### src/rtl/pmc_pkg.sv
package pmc_pkg;
  localparam int MODE_W = 3;

  typedef enum logic [MODE_W-1:0] {
    PM_ACT  = 3'd0,
    PM_S0   = 3'd1,
    PM_S1   = 3'd2,
    PM_S2   = 3'd3,
    PM_S3   = 3'd4,
    PM_S4   = 3'd5,
    PM_SDC  = 3'd6,
    PM_SDD  = 3'd7
  } pm_mode_e;

  typedef struct packed {
    logic cpu;
    logic per;
    logic aux;
    logic fll;
    logic osc;
    logic dc;
    logic xtal;
    logic core_reg;
    logic ram;
    logic pad_hold;
    logic rtc;
  } pm_en_t;

  function automatic logic slow_wake(pm_mode_e m);
    return (m == PM_S2) || (m == PM_S3) || (m == PM_S4);
  endfunction

  function automatic logic is_shutdown(pm_mode_e m);
    return (m == PM_SDC) || (m == PM_SDD);
  endfunction
endpackage

### src/rtl/pmc_mode_decode.sv
module pmc_mode_decode
  import pmc_pkg::*;
(
  input  pm_mode_e mode,
  output pm_en_t   en
);
  always_comb begin
    en = '0;
    unique case (mode)
      PM_ACT: begin
        en.cpu = 1'b1; en.per = 1'b1; en.aux = 1'b1; en.fll = 1'b1;
        en.osc = 1'b1; en.dc = 1'b1; en.xtal = 1'b1; en.core_reg = 1'b1;
        en.ram = 1'b1; en.rtc = 1'b1;
      end
      PM_S0: begin
        en.per = 1'b1; en.aux = 1'b1; en.fll = 1'b1;
        en.osc = 1'b1; en.dc = 1'b1; en.xtal = 1'b1; en.core_reg = 1'b1;
        en.ram = 1'b1; en.rtc = 1'b1;
      end
      PM_S1: begin
        en.per = 1'b1; en.aux = 1'b1;
        en.osc = 1'b1; en.dc = 1'b1; en.xtal = 1'b1; en.core_reg = 1'b1;
        en.ram = 1'b1; en.rtc = 1'b1;
      end
      PM_S2: begin
        en.aux = 1'b1; en.dc = 1'b1; en.xtal = 1'b1; en.core_reg = 1'b1;
        en.ram = 1'b1; en.rtc = 1'b1;
      end
      PM_S3: begin
        en.aux = 1'b1; en.xtal = 1'b1; en.core_reg = 1'b1;
        en.ram = 1'b1; en.rtc = 1'b1;
      end
      PM_S4: begin
        en.core_reg = 1'b1; en.ram = 1'b1;
      end
      PM_SDC: begin
        en.xtal = 1'b1; en.pad_hold = 1'b1; en.rtc = 1'b1;
      end
      PM_SDD: begin
        en.pad_hold = 1'b1;
      end
      default: en = '0;
    endcase
  end
endmodule

### src/rtl/pmc_wake_timer.sv
module pmc_wake_timer #(
  parameter int WAKE_CYC = 24
) (
  input  logic clk,
  input  logic rst_n,
  input  logic start,
  output logic busy
);
  localparam int CNT_W = (WAKE_CYC < 1) ? 1 : $clog2(WAKE_CYC + 1);

  generate
    if (WAKE_CYC == 0) begin : g_none
      assign busy = 1'b0;
    end else begin : g_cnt
      logic [CNT_W-1:0] cnt_q;
      logic [CNT_W-1:0] cnt_d;
      logic             cnt_en;

      always_comb begin
        cnt_en = start || (cnt_q != '0);
        cnt_d  = cnt_q;
        if (start)               cnt_d = CNT_W'(WAKE_CYC);
        else if (cnt_q != '0)    cnt_d = cnt_q - 1'b1;
      end

      always_ff @(posedge clk or negedge rst_n) begin
        if (!rst_n)      cnt_q <= '0;
        else if (cnt_en) cnt_q <= cnt_d;
      end

      assign busy = (cnt_q != '0);

      assert_busy_after_start_R5: assert property (@(posedge clk) disable iff (!rst_n)
        start |=> busy);
      assert_count_drains_R5: assert property (@(posedge clk) disable iff (!rst_n)
        (busy && !start) |=> (cnt_q + 1'b1 == $past(cnt_q)));
    end
  endgenerate
endmodule

### src/rtl/pmc_seq.sv
module pmc_seq
  import pmc_pkg::*;
(
  input  logic     clk,
  input  logic     rst_n,
  input  logic     req_vld,
  input  pm_mode_e req_mode,
  input  logic     irq_enter,
  input  logic     irq_return,
  input  logic     stay_awake,
  input  logic     wake_rst,
  input  logic     wake_rtc,
  input  logic     wake_port,
  input  logic     cpu_run,
  output pm_mode_e cur_mode,
  output logic     in_isr,
  output logic     timer_start,
  output logic     rst_pulse,
  output logic     sd_flag
);
  pm_mode_e cur_q, cur_d, saved_q, saved_d;
  logic     isr_q, isr_d, rstp_q, rstp_d, flag_q, flag_d;
  logic     sd_wake;

  assign sd_wake = wake_rst || wake_port || ((cur_q == PM_SDC) && wake_rtc);

  always_comb begin
    cur_d       = cur_q;
    saved_d     = saved_q;
    isr_d       = isr_q;
    flag_d      = flag_q;
    rstp_d      = 1'b0;
    timer_start = 1'b0;
    if (is_shutdown(cur_q)) begin
      if (sd_wake) begin
        cur_d       = PM_ACT;
        saved_d     = PM_ACT;
        isr_d       = 1'b0;
        rstp_d      = 1'b1;
        flag_d      = 1'b1;
        timer_start = 1'b1;
      end
    end else if (isr_q) begin
      if (stay_awake) saved_d = PM_ACT;
      if (irq_return) begin
        cur_d = stay_awake ? PM_ACT : saved_q;
        isr_d = 1'b0;
      end
    end else if (irq_enter) begin
      saved_d     = cur_q;
      cur_d       = PM_ACT;
      isr_d       = 1'b1;
      timer_start = slow_wake(cur_q);
    end else if (req_vld && (cur_q == PM_ACT) && cpu_run) begin
      cur_d = req_mode;
    end
  end

  always_ff @(posedge clk or negedge rst_n) begin
    if (!rst_n) begin
      cur_q   <= PM_ACT;
      saved_q <= PM_ACT;
      isr_q   <= 1'b0;
      rstp_q  <= 1'b0;
      flag_q  <= 1'b0;
    end else begin
      cur_q   <= cur_d;
      saved_q <= saved_d;
      isr_q   <= isr_d;
      rstp_q  <= rstp_d;
      flag_q  <= flag_d;
    end
  end

  assign cur_mode  = cur_q;
  assign in_isr    = isr_q;
  assign rst_pulse = rstp_q;
  assign sd_flag   = flag_q;

  assert_irq_forces_active_R4: assert property (@(posedge clk) disable iff (!rst_n)
    (irq_enter && !isr_q && !is_shutdown(cur_q)) |=> (cur_q == PM_ACT && isr_q));
  assert_req_blocked_in_isr_R3: assert property (@(posedge clk) disable iff (!rst_n)
    (req_vld && isr_q && !irq_return) |=> $stable(cur_q));
  assert_return_clears_R6: assert property (@(posedge clk) disable iff (!rst_n)
    (isr_q && irq_return) |=> !isr_q);
  assert_deep_ignores_rtc_R9: assert property (@(posedge clk) disable iff (!rst_n)
    (cur_q == PM_SDD && !wake_rst && !wake_port) |=> (cur_q == PM_SDD));
  assert_reset_one_cycle_R10: assert property (@(posedge clk) disable iff (!rst_n)
    rstp_q |=> !rstp_q);
  assert_flag_sticky_R10: assert property (@(posedge clk) disable iff (!rst_n)
    flag_q |=> flag_q);
endmodule

### src/rtl/pwr_mode_ctrl.sv
module pwr_mode_ctrl
  import pmc_pkg::*;
#(
  parameter int WAKE_CYC = 24
) (
  input  logic              clk,
  input  logic              rst_n,
  input  logic              mode_req_vld,
  input  logic [MODE_W-1:0] mode_req,
  input  logic              irq_enter,
  input  logic              irq_return,
  input  logic              stay_awake,
  input  logic              wake_rst,
  input  logic              wake_rtc,
  input  logic              wake_port,
  output logic              cpu_clk_en,
  output logic              per_clk_en,
  output logic              aux_clk_en,
  output logic              fll_en,
  output logic              osc_clk_en,
  output logic              osc_dc_en,
  output logic              xtal_en,
  output logic              core_reg_en,
  output logic              ram_pwr_en,
  output logic              pad_hold,
  output logic              rtc_en,
  output logic              sys_reset_req,
  output logic              shutdown_exit,
  output logic              in_handler,
  output logic [MODE_W-1:0] pm_mode
);
  pm_mode_e cur_mode;
  pm_en_t   en;
  logic     wake_busy, t_start, cpu_run;

  assign cpu_run = en.cpu && !wake_busy;

  pmc_seq u_seq (
    .clk         (clk),
    .rst_n       (rst_n),
    .req_vld     (mode_req_vld),
    .req_mode    (pm_mode_e'(mode_req)),
    .irq_enter   (irq_enter),
    .irq_return  (irq_return),
    .stay_awake  (stay_awake),
    .wake_rst    (wake_rst),
    .wake_rtc    (wake_rtc),
    .wake_port   (wake_port),
    .cpu_run     (cpu_run),
    .cur_mode    (cur_mode),
    .in_isr      (in_handler),
    .timer_start (t_start),
    .rst_pulse   (sys_reset_req),
    .sd_flag     (shutdown_exit)
  );

  pmc_wake_timer #(.WAKE_CYC(WAKE_CYC)) u_timer (
    .clk   (clk),
    .rst_n (rst_n),
    .start (t_start),
    .busy  (wake_busy)
  );

  pmc_mode_decode u_dec (
    .mode (cur_mode),
    .en   (en)
  );

  assign cpu_clk_en  = cpu_run;
  assign per_clk_en  = en.per;
  assign aux_clk_en  = en.aux;
  assign fll_en      = en.fll;
  assign osc_clk_en  = en.osc;
  assign osc_dc_en   = en.dc;
  assign xtal_en     = en.xtal;
  assign core_reg_en = en.core_reg;
  assign ram_pwr_en  = en.ram;
  assign pad_hold    = en.pad_hold;
  assign rtc_en      = en.rtc;
  assign pm_mode     = cur_mode;

  assert_cpu_dark_when_asleep_R2: assert property (@(posedge clk) disable iff (!rst_n)
    (pm_mode != 3'd0) |-> !cpu_clk_en);
  assert_shutdown_reset_goes_active_R10: assert property (@(posedge clk) disable iff (!rst_n)
    sys_reset_req |-> (pm_mode == 3'd0 && !in_handler));
endmodule

### config.mk
export PLATFORM = sky130hd
export DESIGN_NAME = pwr_mode_ctrl
export DESIGN_NICKNAME = d
export VERILOG_FILES = /design/src/rtl/pmc_pkg.sv /design/src/rtl/pmc_mode_decode.sv /design/src/rtl/pmc_wake_timer.sv /design/src/rtl/pmc_seq.sv /design/src/rtl/pwr_mode_ctrl.sv
export SDC_FILE = /design/constraint.sdc
export NUM_CORES = 1
export LEC_CHECK = 0
export BUFFER_PORTS_ARGS = -buffer_cell sky130_fd_sc_hd__buf_2
export CORE_MARGIN = 5
export CORE_UTILIZATION = 46
export CTS_CLUSTER_DIAMETER = 40
export DETAILED_ROUTE_END_ITERATION = 12
export GPL_ROUTABILITY_DRIVEN = 0
export GPL_TIMING_DRIVEN = 1
export PLACE_DENSITY = 0.76
export SYNTH_ARGS = -nofsm -noshare
export SYNTH_HDL_FRONTEND = slang
export SYNTH_SLANG_ARGS = --single-unit
### constraint.sdc
create_clock -name clk -period 2.56 [get_ports clk]
set_input_delay 0.384 -clock clk [delete_from_list [all_inputs] [get_ports clk]]
set_output_delay 0.384 -clock clk [all_outputs]
set_load 0.05 [all_outputs]
# [Word-level counts from Yosys, hierarchy flattened]
# Cells that the tools add are included.
[totals] register_bits=14 in_bits=12 output_inout_bits=17
[classes] add_sub_neg=1 eq_ne=9 n_mux=30 reduce_logical=27
[op_table] operator="3-bit 2-to-1 mux" n=10
[op_table] operator="1-bit 2-to-1 mux" n=17
[op_table] operator="3-bit equality test, second input constant" n=4
[op_table] operator="6-bit OR reduction" n=2
[op_table] operator="5-bit 2-to-1 mux" n=2
[op_table] operator="3-bit by 2-bit equality test with 1-bit output, second input constant" n=2
[op_table] operator="1-bit logical OR" n=6
[op_table] operator="2-bit AND reduction" n=3
[op_table] operator="5-bit nonzero test" n=1
[op_table] operator="5-bit OR reduction" n=1
[op_table] operator="5-bit by 1-bit subtractor with 5-bit output, second input constant" n=1
[op_table] operator="1-bit logical AND" n=4
[op_table] operator="4-bit nonzero test" n=1
[op_table] operator="2-bit OR reduction" n=2
[op_table] operator="4-bit OR reduction" n=1
[op_table] operator="3-bit by 1-bit equality test with 1-bit output, second input constant" n=1
[op_table] operator="3-bit zero test" n=1
[op_table] operator="3-bit != test, second input constant" n=1
[op_table] operator="3-bit AND reduction" n=1
[op_table] operator="3-bit nonzero test" n=1
[op_table] operator="3-bit OR reduction" n=1
[op_table] operator="2-bit 2-to-1 mux" n=1
[op_table] operator="2-bit by 1-bit != test with 1-bit output, second input constant" n=1
[op_table] operator="2-bit nonzero test" n=1
[op_table] operator="1-bit zero test" n=1

# [Depth between registers and ports, before layout]
[logic_depth] ltp_word=8 depth_mapped=6

# [By module]
# A second synthesis with hierarchy kept.
[hier_totals] hier_cells=90 hier_area_um2=864.6
[by_module_without_submodules] mod="pmc_seq" n_inst=1 cells_each=54 area_each_um2=531.8 seq_area_each_um2=225.2
[by_module_without_submodules] mod="pmc_wake_timer" n_inst=1 cells_each=24 area_each_um2=260.2 seq_area_each_um2=125.1
[by_module_without_submodules] mod="pmc_mode_decode" n_inst=1 cells_each=11 area_each_um2=58.8 seq_area_each_um2=0.0
[by_module_without_submodules] mod="pwr_mode_ctrl" n_inst=1 cells_each=1 area_each_um2=13.8 seq_area_each_um2=0.0

# [Worst setup path before layout]
# Ideal clock, no wire load.
[synth_path] kind="register to register" startpoint="register u_seq.cur_q[2], in the netlist u_seq.cur_mode[2]" endpoint="register u_seq.cur_q[0], in the netlist u_seq.cur_mode[0]" t_arrival_ps=2390 required_ps=2435 path_slack_ps=45 stages_incl_launch_ff=7 path_buffers=1 synth_period_minus_slack_ps=2515 cell_sequence="dfrtp_1 -> buf_2 -> nand2_2 -> clkinv_1 -> nor3_1 -> a221o_1 -> mux2_4"
[synth_between] elab_chain_cells=6 elab_cells_between_ends=15 cone_classes="4 x eq/ne; 2 x mux; 9 x reduce/logical"
[synth_lines] element="from (decl)" line="pmc_seq.sv:21" rtl="pm_mode_e cur_q, cur_d, saved_q, saved_d;"
[synth_lines] element="from (signal assigned)" line="pmc_seq.sv:67" rtl="cur_q <= cur_d;"
[synth_lines] element="3-bit zero test" line="pmc_mode_decode.sv:9, pmc_seq.sv:54"
[synth_lines] element="1-bit 2-to-1 mux" line="pmc_mode_decode.sv:9" rtl="unique case (mode)"
[synth_lines] element="1-bit logical AND" line="pwr_mode_ctrl.sv:36" rtl="assign cpu_run = en.cpu && !wake_busy;"
[synth_lines] element="1-bit logical AND" line="pmc_seq.sv:54" rtl="end else if (req_vld && (cur_q == PM_ACT) && cpu_run) begin"
[synth_lines] element="4-bit nonzero test (no line)"
[synth_lines] element="3-bit AND reduction (no line)"
# Several ways; a longest one is shown, not always the timed one.
# A chain may end at the register's enable or synchronous reset.

# [Worst setup path in the final report]
[layout_path] startpoint="register u_timer.g_cnt.cnt_q[0]" endpoint="output cpu_clk_en"
[layout_between] elab_chain_cells=3
[layout_lines] element="from (decl)" line="pmc_wake_timer.sv:15" rtl="logic [CNT_W-1:0] cnt_q;"
[layout_lines] element="from (signal assigned)" line="pmc_wake_timer.sv:28" rtl="else if (cnt_en) cnt_q <= cnt_d;"
[layout_lines] element="5-bit nonzero test" line="pmc_wake_timer.sv:31" rtl="assign busy = (cnt_q != '0);"
[layout_lines] element="1-bit zero test" line="pwr_mode_ctrl.sv:36"
[layout_lines] element="1-bit logical AND" line="pwr_mode_ctrl.sv:36"
[layout_lines] element="to (decl)" line="pwr_mode_ctrl.sv:16" rtl="output logic cpu_clk_en,"
# Every way passes these cells.

==> results.txt <==
IR analysis of the VDD net gives a maximum drop of 0.577 mV. The H-tree depth was 1; the number of buffers inserted by post-CTS setup repair was 0. The share of power burned in the clock network is 14.9%. The run gives 14 as the number of placement rows. Max-cap violations in this run came to 0. The flow ran to the end, and the final reports show no timing, DRC or antenna violations.

The sequential cell area in the final layout was 350 µm². Along the worst path, the maximum fanout reaches 5. Each instance of the synthesized netlist takes up on average 9.85 µm². The first global-routing pass estimated 2690 µm of wire.

The area inside the core boundary was 1540 µm²; the ratio of total power to cell area was 1130 nW/µm². In the layout the commonest cells are sky130_fd_sc_hd__buf_2 (28), sky130_fd_sc_hd__dfrtp_1 (14), sky130_fd_sc_hd__nor2_1 (10). The clock passes through at most 2 buffers. For this configuration, the core starts out at a cell density of 49.2%. The tools report the count of distinct cell types in the synthesized netlist as 33. After technology mapping, the gate count stands at 77. The biggest area contributor in the post-synthesis netlist is sky130_fd_sc_hd__dfrtp_1. The number of antenna violations at the first check in global routing came out at 0. TritonCTS built the clock tree. The transition time at the pin with the least slew margin came out at 0.701 ns.

The tools report the total vias in the final route as 639. From bottom edge to top edge, the die measures 50.6 µm. After synthesis the cells add up to 758 µm². Setup violations remaining at the end of the flow were counted as 0.

The later pin in the worst-skew pair is clocked with a latency of 0.27 ns. The horizontal extent of the die was 50.6 µm; the part of the power in combinational logic was 48.8%. The number of global-route vias before repair was 593. The tightest min-delay check is of the input port to register type.

The cell type of the slowest stage on the worst timing path is sky130_fd_sc_hd__dfrtp_1. The worst path needs 2.09 ns of the cycle, external delays included. On the worst path, the slowest cell contributes a delay of 0.38 ns. For the relative contribution of sequential cells to total power, the log shows 36.3%.

For this block, the initial DRC count from the detailed router was 20. Clock tree synthesis found a total of 14 sinks. Summed over all cells, the static leakage comes to 0.000459 µW.

The switching share of power was 47.4%. The number of routed nets with antenna violations was 0. The final period utilization is 81.5%. Setup repair after global routing left no endpoint under its margin.

The repair_antennas step left the layout with diodes totalling 0. The pre-antenna-repair detailed-routing pass consisted of 4 iterations. The run gives 0 as the remaining design rule violation count. The floorplan step defined a die boundary enclosing 2560 µm². The total overflow left after global routing is 0.

The critical path goes through inv_1, ha_1, nor4b_4, and2_1, buf_2. Summed over its instances, the top area cell type makes up 46.2% of the synthesized netlist area. Cell internal power was estimated by the tool at 556 µW. Number of hold-slack violations in the final timing report: 0. Dividing the detail-routed wire length by the instance count gives 13.8 µm. The type of the setup path with the least slack is register to primary output. After synthesis, the cell types taking the most area are sky130_fd_sc_hd__dfrtp_1 (46%), sky130_fd_sc_hd__nor2_1 (5.0%), sky130_fd_sc_hd__a22o_1 (4.6%), sky130_fd_sc_hd__mux2_4 (4.0%), sky130_fd_sc_hd__nor4b_4 (3.1%).

Post-CTS repair changed the size of 0 cells. STA classifies the critical path startpoint as a register. The routed design has 1670 µm of wire. For this run, the top clock speed supported by timing is 479 MHz. Counting the fill cells in the layout gives 139.

Entering global routing, the biggest net connects 15 pins. On the final layout, the worst hold slack is 0.413 ns. The synthesized flop and latch total works out to 14. The number of nets in the synthesized netlist is 90. The layout overhead on the synthesized area works out to 23.1%. Summing all multi-input logic gate instances after layout gives 358 µm².

The run gives 0 as the max-slew violation count. After routing, the total negative slack on setup checks comes to 0 ns. Buffers inserted during clock tree synthesis total 3. The summed area of non-filler cells in the final layout is 933 µm². STA puts the critical path data required time at 2.18 ns. During synthesis, Yosys emitted a total of 0 warnings.

At the worst endpoint, the arrival time is 1.70 ns. The analysis attributes to net switching a power of 501 µW. After detailed routing, the number of vias per cell comes to 5.28. After clock tree synthesis, the clock-pin slew on the worst setup and hold paths is 0.08 ns. The I/O pin count is 29, and the relative max-transition margin is 53.1%. Sequential elements use 46.2% of the synthesized area. CTS placed an instance of sky130_fd_sc_hd__clkbuf_4 at the clock tree root. After the last flow step, the layout net total stands at 119. Buffers placed on the I/O ports in this run total 28. Placed wire-length estimate: 1290 µm.

Setup clock skew after layout: 0.00239 ns. The library cell used most frequently in the layout, excluding fill and tap cells, is sky130_fd_sc_hd__buf_2. The kind of capture point of the worst setup path is a primary output. Total of hold buffers inserted after clock tree synthesis: 1. Total power for the finished layout comes to 1060 µW. The total routing resource utilization after global routing is 13.4%, and the post-route core utilization is 60.6%. The fraction of layout cells with a size suffix above 1 was 35.2%.

Summing all placed instances gives a cell area of 887 µm².
[final cells by class]
cell class                      instances  area share, %
Tap cell                               16           2.14
Sequential cell                        14           37.5
Multi-Input combinational cell         53           38.3
Clock buffer                            4           3.89
Inverter                                5           2.01
Timing Repair Buffer                   29           16.1
[synthesized netlist by cell type (all sizes together)]
cell type and n:
dfrtp 14, nor2 10, nand2 5, a22o 4, buf 4, inv 4
nor3 4, o21ai 4, a21oi 2, mux2 2, nand2b 2, nand3b 2
nor2b 2, a211o 1, a211oi 1, a21o 1, a221o 1, a22oi 1
a32oi 1, and2 1, clkbuf 1, clkinv 1, ha 1, mux2i 1
nand3 1, nor4 1, nor4b 1, o32ai 1, or2 1, or3 1
xnor2 1
[kinds of logic after synthesis]
logic type,after synthesis,synth area share [%]
DFF,14,46.2
adders and majority gates,1,1.65
and+or+nand+nor,31,22.8
muxes,3,5.28
xor gates and xnor gates,1,1.16
buffers and inverters,10,6.60
AOI/OAI and AO/OA,17,16.3
[routing by layer]
metal	wire [µm]	global-route usage [%]	part of all wire, %
met4	21	6.38	1.3
met1	833	19.2	50
met2	707	18.8	42
met3	106	3.25	6.4
met5	0	0	0
[registers in the layout, indices dropped and copies added (netlist names)]
| register | cells |
|---|---|
| u_seq.saved_q | 3 |
| u_seq.sd_flag | 1 |
| u_timer.g_cnt.cnt_q | 5 |
| u_seq.rst_pulse | 1 |
| u_seq.in_isr | 1 |
| u_seq.cur_mode | 3 |
[path summary, 6_finish.rpt]
kind                                              from                     end  slack (ns)  depth (start not counted)
worst min-delay path                          wake_rst         u_seq.rst_pulse        0.41                          3
max in group asynchronous                        rst_n            u_seq.in_isr        1.79                          2
worst min register to register           u_seq.sd_flag           u_seq.sd_flag        0.47                          1
worst max register to register  u_timer.g_cnt.cnt_q[0]       u_seq.cur_mode[1]        0.63                          6
worst max-delay path            u_timer.g_cnt.cnt_q[0]              cpu_clk_en        0.47                          5
min in group asynchronous                        rst_n  u_timer.g_cnt.cnt_q[2]        0.53                          2
[critical path, delay by kind of cell, from the launching register on]
family | cells | cell delay (ns)
and+or+nand+nor | 2 | 0.48
DFF | 1 | 0.38
buffers and inverters | 2 | 0.35
adders and majority gates | 1 | 0.23
[metrics by stage]
| step | worst slack (ns) | instances |
|---|---|---|
| 5_1_grt | 0.391 | 121 |
| 2_1_floorplan | 0.0453 | 77 |
| 3_5_place_dp | 0.632 | 116 |
| 3_3_place_gp | 0.683 | 116 |
| 4_1_cts | 0.454 | 121 |
| 6_report | 0.473 | 121 |
[power by group through the flow]
stage               clock [µW]  combinational [µW]  sequential, µW
finish                     158                 516             384
global route               173                 554             398
CTS                        165                 519             384
detailed placement           0                 516             389
global placement             0                 509             385
floorplan                    0                 373             427
Note: power is estimated with default switching activity, not from simulation.
